<file path="src/rtl/bpg_pkg.sv">
package bpg_pkg;

    typedef logic [1:0] ctr2_t;

    // Move a 2-bit counter one step toward the outcome, clamped at 0 and 3.
    function automatic ctr2_t ctr2_next(ctr2_t c, logic up);
        if (up) return (c == 2'd3) ? c : ctr2_t'(c + 2'd1);
        else    return (c == 2'd0) ? c : ctr2_t'(c - 2'd1);
    endfunction

endpackage

</file>
<file path="src/rtl/bpg_index.sv">
module bpg_index #(
    parameter int ADDR_W   = 32,
    parameter int HIST_W   = 5,
    parameter int IADDR_W  = 5,
    parameter int LOW_ZERO = 2,
    localparam int IDX_W   = HIST_W + IADDR_W
) (
    input  logic [ADDR_W-1:0]  addr_i,
    input  logic [HIST_W-1:0]  hist_i,
    output logic [IDX_W-1:0]   idx_o
);
    // history on top, shifted address slice below
    assign idx_o = {hist_i, addr_i[LOW_ZERO +: IADDR_W]};

    logic unused_addr;
    assign unused_addr = ^addr_i;
endmodule

</file>
<file path="src/rtl/bpg_ctr_table.sv">
module bpg_ctr_table
    import bpg_pkg::*;
#(
    parameter int IDX_W  = 10,
    localparam int DEPTH = 1 << IDX_W
) (
    input  logic             clk_i,
    input  logic [IDX_W-1:0] rd_idx_i,
    output ctr2_t            rd_ctr_o,
    input  logic             we_i,
    input  logic [IDX_W-1:0] wr_idx_i,
    input  ctr2_t            wr_ctr_i
);
    ctr2_t mem_q [DEPTH];

    assign rd_ctr_o = mem_q[rd_idx_i];

    always_ff @(posedge clk_i) begin
        if (we_i) mem_q[wr_idx_i] <= wr_ctr_i;
    end
endmodule

</file>
<file path="src/rtl/bpg_miss_count.sv">
module bpg_miss_count #(
    parameter int CNT_W = 32
) (
    input  logic             clk_i,
    input  logic             rst_i,
    input  logic             inc_i,
    output logic [CNT_W-1:0] count_o
);
    logic [CNT_W-1:0] cnt_d, cnt_q;

    always_comb begin
        cnt_d = cnt_q;
        if (inc_i && (cnt_q != '1)) cnt_d = cnt_q + 1'b1;
    end

    always_ff @(posedge clk_i) begin
        if (rst_i) cnt_q <= '0;
        else       cnt_q <= cnt_d;
    end

    assign count_o = cnt_q;
endmodule

</file>
<file path="src/rtl/bp_ghist_concat.sv">
module bp_ghist_concat
    import bpg_pkg::*;
#(
    parameter int ADDR_W   = 32,
    parameter int HIST_W   = 5,
    parameter int IADDR_W  = 5,
    parameter int LOW_ZERO = 2,
    parameter int CNT_W    = 32
) (
    input  logic              clk_i,
    input  logic              rst_i,
    input  logic              valid_i,
    input  logic [ADDR_W-1:0] addr_i,
    input  logic              taken_i,
    output logic              busy_o,
    output logic              pred_taken_o,
    output logic              mispredict_o,
    output logic [CNT_W-1:0]  miss_count_o
);
    localparam int IDX_W = HIST_W + IADDR_W;

    typedef struct packed {
        logic              sweep;
        logic [IDX_W-1:0]  ptr;
        logic [HIST_W-1:0] hist;
        logic              pred;
        logic              miss;
    } st_t;

    st_t st_d, st_q;

    logic [IDX_W-1:0] look_idx;
    logic [IDX_W-1:0] wr_idx;
    ctr2_t            rd_ctr, wr_ctr;
    logic             we, accept, pred_now;
    logic [HIST_W-1:0] hist_q;

    bpg_index #(
        .ADDR_W(ADDR_W), .HIST_W(HIST_W), .IADDR_W(IADDR_W), .LOW_ZERO(LOW_ZERO)
    ) u_index (
        .addr_i(addr_i),
        .hist_i(st_q.hist),
        .idx_o (look_idx)
    );

    bpg_ctr_table #(.IDX_W(IDX_W)) u_table (
        .clk_i   (clk_i),
        .rd_idx_i(look_idx),
        .rd_ctr_o(rd_ctr),
        .we_i    (we),
        .wr_idx_i(wr_idx),
        .wr_ctr_i(wr_ctr)
    );

    always_comb begin
        st_d     = st_q;
        st_d.miss = 1'b0;
        accept   = valid_i && !st_q.sweep;
        pred_now = rd_ctr[1];
        we       = 1'b0;
        wr_idx   = look_idx;
        wr_ctr   = ctr2_next(rd_ctr, taken_i);
        if (st_q.sweep) begin
            we      = 1'b1;
            wr_idx  = st_q.ptr;
            wr_ctr  = 2'd0;
            st_d.ptr = st_q.ptr + 1'b1;
            if (st_q.ptr == '1) st_d.sweep = 1'b0;
        end else if (accept) begin
            we        = 1'b1;
            st_d.pred = pred_now;
            st_d.miss = pred_now ^ taken_i;
            st_d.hist = (st_q.hist << 1) | HIST_W'(taken_i);
        end
    end

    always_ff @(posedge clk_i) begin
        if (rst_i) st_q <= '{sweep: 1'b1, default: '0};
        else       st_q <= st_d;
    end

    bpg_miss_count #(.CNT_W(CNT_W)) u_count (
        .clk_i  (clk_i),
        .rst_i  (rst_i),
        .inc_i  (st_d.miss),
        .count_o(miss_count_o)
    );

    assign hist_q       = st_q.hist;
    assign busy_o       = st_q.sweep;
    assign pred_taken_o = st_q.pred;
    assign mispredict_o = st_q.miss;
endmodule

</file>
<file path="config.mk">
export PLATFORM = sky130hd
export DESIGN_NAME = bp_ghist_concat
export DESIGN_NICKNAME = d
export VERILOG_FILES = /design/src/rtl/bpg_pkg.sv /design/src/rtl/bpg_index.sv /design/src/rtl/bpg_ctr_table.sv /design/src/rtl/bpg_miss_count.sv /design/src/rtl/bp_ghist_concat.sv
export SDC_FILE = /design/constraint.sdc
export NUM_CORES = 2
export LEC_CHECK = 0
export BUFFER_PORTS_ARGS = -buffer_cell sky130_fd_sc_hd__buf_4
export CORE_ASPECT_RATIO = 1.5
export CORE_UTILIZATION = 40
export DETAILED_ROUTE_END_ITERATION = 12
export SKIP_CTS_REPAIR_TIMING = 1
export SLEW_MARGIN = 20
export SYNTH_ARGS = -nofsm -noshare
export SYNTH_HDL_FRONTEND = slang
export SYNTH_HIERARCHICAL = 1
export SYNTH_SLANG_ARGS = --single-unit
</file>
<file path="constraint.sdc">
create_clock -name clk_i -period 60 [get_ports clk_i]
set_input_delay 6 -clock clk_i [delete_from_list [all_inputs] [get_ports clk_i]]
set_output_delay 6 -clock clk_i [all_outputs]
set_load 0.05 [all_outputs]
</file>
# Word-level counts from Yosys, hierarchy flattened

Memories as Yosys holds them, arrays and structs flattened.
Index checks and enable logic that the tools add are counted.

Word-level logic and storage cells: 35
Bits in read-only memories: 0
Bits of input ports: 36
Register bits: 50
Memories kept: 1
Bits in writable memories: 2048
Output and inout bits: 35
Bits in latches: 0

Memories:

| name          | depth | bits a word | read ports | clocked after memory_dff | wr ports | line                | source |
|---|---|---|---|---|---|---|---|
| u_table.mem_q | 1024  | 2           | 1          | 0                        | 1        | bpg_ctr_table.sv:14 | `ctr2_t mem_q [DEPTH];` |

Divide/modulo/power cells: 0
$lt $le $gt $ge: 0
Equality and inequality tests: 3
Add/sub/neg operators: 4
Bitwise logic cells: 3
Shift operators: 0
Multiplexer cells: 13
Multipliers: 0
Reduce and logical (&&, ||, !) cells: 5

Operators by type and width:

| operator                | count |
|---|---|
| $add A32 B1 Y32 const B | 1 |
| $ne A32 B32 Y1 const B  | 1 |
| $mux W11                | 1 |
| $add A10 B1 Y10 const B | 1 |
| $eq A10 B10 Y1 const B  | 1 |
| $mux W10                | 1 |
| $mux W2                 | 4 |
| $mux W1                 | 7 |
| $or A5 B1 Y5            | 1 |
| $add A2 B1 Y2 const B   | 1 |
| $eq A2 B2 Y1 const B    | 1 |
| $logic_and A1 B1 Y1     | 2 |
| $logic_not A2 Y1        | 1 |
| $reduce_and A2 Y1       | 1 |
| $sub A2 B1 Y2 const B   | 1 |
| $logic_not A1 Y1        | 1 |
| $not A1 Y1              | 1 |
| $xor A1 B1 Y1           | 1 |

# Longest topological paths before layout

Depth after elaboration: 6
Mapped depth: 24
Gate-level depth less buffers: 15

# Modules after synthesis

The synthesis kept the hierarchy.

By module, submodules not included:

| module          | instances | area an instance (sq um) | cells each | sequential area each (sq um) |
|---|---|---|---|---|
| bpg_ctr_table   | 1         | 83717.8                  | 4791       | 61499.0 |
| bpg_miss_count  | 1         | 1697.9                   | 194        | 640.6 |
| bp_ghist_concat | 1         | 880.8                    | 102        | 360.3 |
| bpg_index       | 1         | 75.1                     | 10         | 0.0 |

# Worst setup path after synthesis

No wires, ideal clock.

Kind: input-to-reg
From: input addr_i[2]
To: memory u_table/mem_q[0][0] (netlist name), data pin
Path slack: 18.601 ns
Stages: 14
Data required time: 54.311 ns
Buffers on the path: 6
Arrival time: 35.710 ns
Cell sequence: buf_4 buf_6 buf_12 buf_8 buf_6 buf_4 mux4_2 mux4_2 a22oi_1 nand3_1 nand4_1 nand4_1 o21bai_1 a21oi_1

Word-level cells in the longest chain between the ends: 5
Elaborated cells between the ends (all ways): 9
Those cells by class: add/sub (2); eq/ne (1); mux (4); reduce/logical (1); memory (1)

RTL lines:

| what                                        | line                       | source |
|---|---|---|
| start, declared                             | bp_ghist_concat.sv:13      | `input logic [ADDR_W-1:0] addr_i,` |
| $mem_v2 Z1024 W2 (*)                        | -                          |  |
| via rd_ctr[0]                               | bp_ghist_concat.sv:34      | `ctr2_t rd_ctr, wr_ctr;` |
| $sub A2 B1 Y2, or another cell as far along | bpg_pkg.sv:8               | `else return (c == 2'd0) ? c : ctr2_t'(c - 2'd1);` |
| $mux W2 (on tied branches)                  | bpg_pkg.sv:8, bpg_pkg.sv:7 |  |
| $mux W2 (*)                                 | bpg_pkg.sv:7               | `if (up) return (c == 2'd3) ? c : ctr2_t'(c + 2'd1);` |
| $mux W2 (*)                                 | bp_ghist_concat.sv:63      | `if (st_q.sweep) begin` |
| via wr_ctr[0]                               | bp_ghist_concat.sv:34      |  |
| end, declared                               | bpg_ctr_table.sv:14        |  |

The timed path passes the listed nets; every way through them passes the cells marked *.

# Worst setup path after layout

From: input addr_i[5]
To: memory u_table/mem_q[947][1] (netlist name), data pin

Same word-level chain as after synthesis.

==> run summary <==
outcome -> completed
Fin Setup TNS -> 0 ns
Tot Pwr -> 2.91 mW
DRC errors left -> 0
Root Buffer -> clkbuf_16
Clk Latency, worst-skew pair -> 0.85 ns
R2R depth -> 15
worst path required time -> 60.49 ns
Avg WL per Cell -> 29.9 um
critical path peak fanout -> 101
nets -> 5,074
CP Capture Type -> register
syn nets -> 5,135
Syn Inst Count -> 5,097
Top cell by count, worst path -> buf_4
DR vias/cell -> 5.85
Hold Crit Class -> reg -> reg
GPL Wtd Cong -> 0.815
chip height -> 571 um
deepest level of the CTS H-tree -> 4
Clock Path Buffers -> 4
Reg area -> 62,500 um^2
largest net degree at the start of global routing -> 254
initial antenna violation count -> 7
syn avg cell area -> 16.9 um^2
post-route ant nets -> 0
top cells by area, synth -> edfxtp_1 (71%), mux4_2 (12%), nor2_1 (4.7%)
Crit-path slowest cell -> nor3_1
most frequent cells in the layout -> edfxtp_1 (2,048), nor2_1 (1,076), mux4_2 (449)
PwrDens -> 30.4 nW/um^2
Synth area leader -> edfxtp_1
Synth Area in XOR/XNOR -> 0.142%
HPWL Detailed -> 135,000 um
largest family of logic cells by synthesized area -> multiplexers
#FFs+latches synth -> 2,098
Fin. Hold Viols -> 0
Peak VDD IR -> 24.0 uV
share of layout cells above drive strength 1 -> 19.1%
most common cell after layout, fill and taps aside -> edfxtp_1
Simple-Gate Fraction of Synth Area -> 7.01%
Worst Path Arrival -> 15.87 ns
Synth Flop Type -> edfxtp_1
post-layout util -> 44.7%
Slew Limit Fails -> 0
Core Box Area -> 214,000 um^2
drt total wl -> 239,000 um
Area Overhead vs Synth -> 10.8%
Die ar. -> 218,000 um^2
Clock Skew -> 0.0564 ns
multi-input logic area -> 22,100 um^2
Critical Path Source Type -> primary input
IO Port Bufs -> 43
Placed Cells -> 7,671
compound-cell area share of the yosys netlist -> 3.42%
CTS tree -> done
Crit Path Class -> in -> reg
Hold Crit Depth -> 2
async set-reset flop share out of synthesis -> 0%
gr ovfl total -> 0
Post-Layout Cell Count -> 8,019
vias in the first global route -> 48,800
via count -> 46,900
CTS Sinks -> 2,098
top cell type's share of synthesized area -> 71.2%
Critical Path Max Stage Delay -> 0.99 ns
Die X -> 381 um
sequential fraction of the synthesis area -> 72.4%
Max-Slew Margin vs Limit -> 19.8%
Starting Density -> 40.3%
Reg clk slew, reported paths -> 0.06 ns
mux share of post-synthesis cell area -> 14.4%
Worst Tran Pin Value -> 1.20 ns
Tot GR Track Use -> 21.8%
Yosys warnings -> 6
1st-iter DRT viols -> 4,372
RSZ-0062 raised after global routing -> false
Setup violations, final -> 0
Post-synth EDFFs -> 2,048
io pins -> 71
Cell Rows -> 208
count of cell types in the netlist -> 80
Final min period -> 15.39 ns
drt first pass iters -> 5
max cap viols -> 0
post-synthesis adder-cell area fraction -> 0.0290%
crit share post-route -> 25.6%
Cell Chain, Critical Path -> buf_4 -> buf_4 -> clkinv_2 -> buf_4 -> mux4_2 -> nand2_1 -> o21ai_0 -> nor3_1 -> nor3_1 -> o311ai_1 -> buf_4 -> nand4_1 -> nand2_1 -> a21oi_4 -> buf_4 -> buf_4 -> buf_4 -> buf_4
first-pass GRT wire length -> 341,000 um
Static Leak -> 31.4 nW
synthesized cell area -> 86,400 um^2
cts bufs inserted -> 197
FMAX -> 65.0 MHz
FILL cells -> 18,500
post-place setup slack -> 43.97 ns
fin worst setup slack -> 44.61 ns
==> final cells by class <==
class,count,area share [%]
Sequential cell,2098,65.3
Multi-Input combinational cell,2565,23.1
Clock buffer,240,5.41
Tap cell,2835,3.71
Timing Repair Buffer,160,1.38
Clock inverter,105,1.08
Inverter,14,0.0588
Antenna cell,2,0.00523
==> cell families after synthesis <==
kind of cell | Yosys count
buf+inv | 434
flops | 2098
compound gates | 423
mux | 679
simple gates | 1447
xor+xnor | 14
fa+ha+maj | 2
==> worst max-delay path, delay by kind of cell <==
kind | cells | cell delay [ns]
muxes | 1 | 0.44
AOI/OAI and AO/OA | 3 | 1.29
and+or+nand+nor | 5 | 1.81
buffers and inverters | 9 | 5.87
==> registers in the layout, summed over array words and instances (netlist names) <==
name	flops
u_table/mem_q	2048
st_q	10
busy_o	1
hist_q	5
pred_taken_o	1
mispredict_o	1
u_count/count_o	32
==> path summary, 6_finish.rpt <==
path	startpoint	end	slack [ns]
worst min register to register	u_count/count_o[7]$_SDFFE_PP0P_	u_count/count_o[7]$_SDFFE_PP0P_	0.51
worst max register to register	hist_q[0]$_SDFFE_PP0P_	u_table/mem_q[947][1]$_DFFE_PP_	51.06
worst min-delay path	u_count/count_o[7]$_SDFFE_PP0P_	u_count/count_o[7]$_SDFFE_PP0P_	0.51
worst max-delay path	addr_i[5]	u_table/mem_q[947][1]$_DFFE_PP_	44.61
==> stage by stage <==
stage	cell area, um^2	hold WS, ns
2_1_floorplan	86400	0.437
3_5_place_dp	89400	0.503
3_3_place_gp	89400	0.484
5_1_grt	95700	0.549
4_1_cts	95700	0.515
6_report	95700	0.513
==> power breakdown <==
group	switching, mW	internal (mW)	total, mW
Combinational	0.0624	0.0336	0.0960
Sequential	0.000463	1.58	1.58
Clock	0.533	0.694	1.23
==> per-layer routing <==
layer  up-vias  GRT usage [%]  routed length, um
li1      19800              -                  -
met5         -              0                 31
met2      1669           39.5             127000
met1     25000           25.3              85200
met4         6           10.5              12500
met3       476           2.80              14300
==> synth_stat cells, types with 16 or more instances <==
library cell	count
nand4_1	20
nand3_1	50
buf_6	35
nand2_1	125
nor2_1	1079
buf_2	30
edfxtp_1	2048
mux2i_1	207
a22oi_1	45
clkbuf_1	246
mux2_2	19
a21oi_1	101
or3_1	19
buf_1	54
o21ai_0	55
nor3_1	49
mux4_2	449
o22ai_1	45
buf_4	39
dfxtp_1	50
nor2b_1	16
o221ai_1	82
No activity file was read; power rests on OpenSTA's default activity.
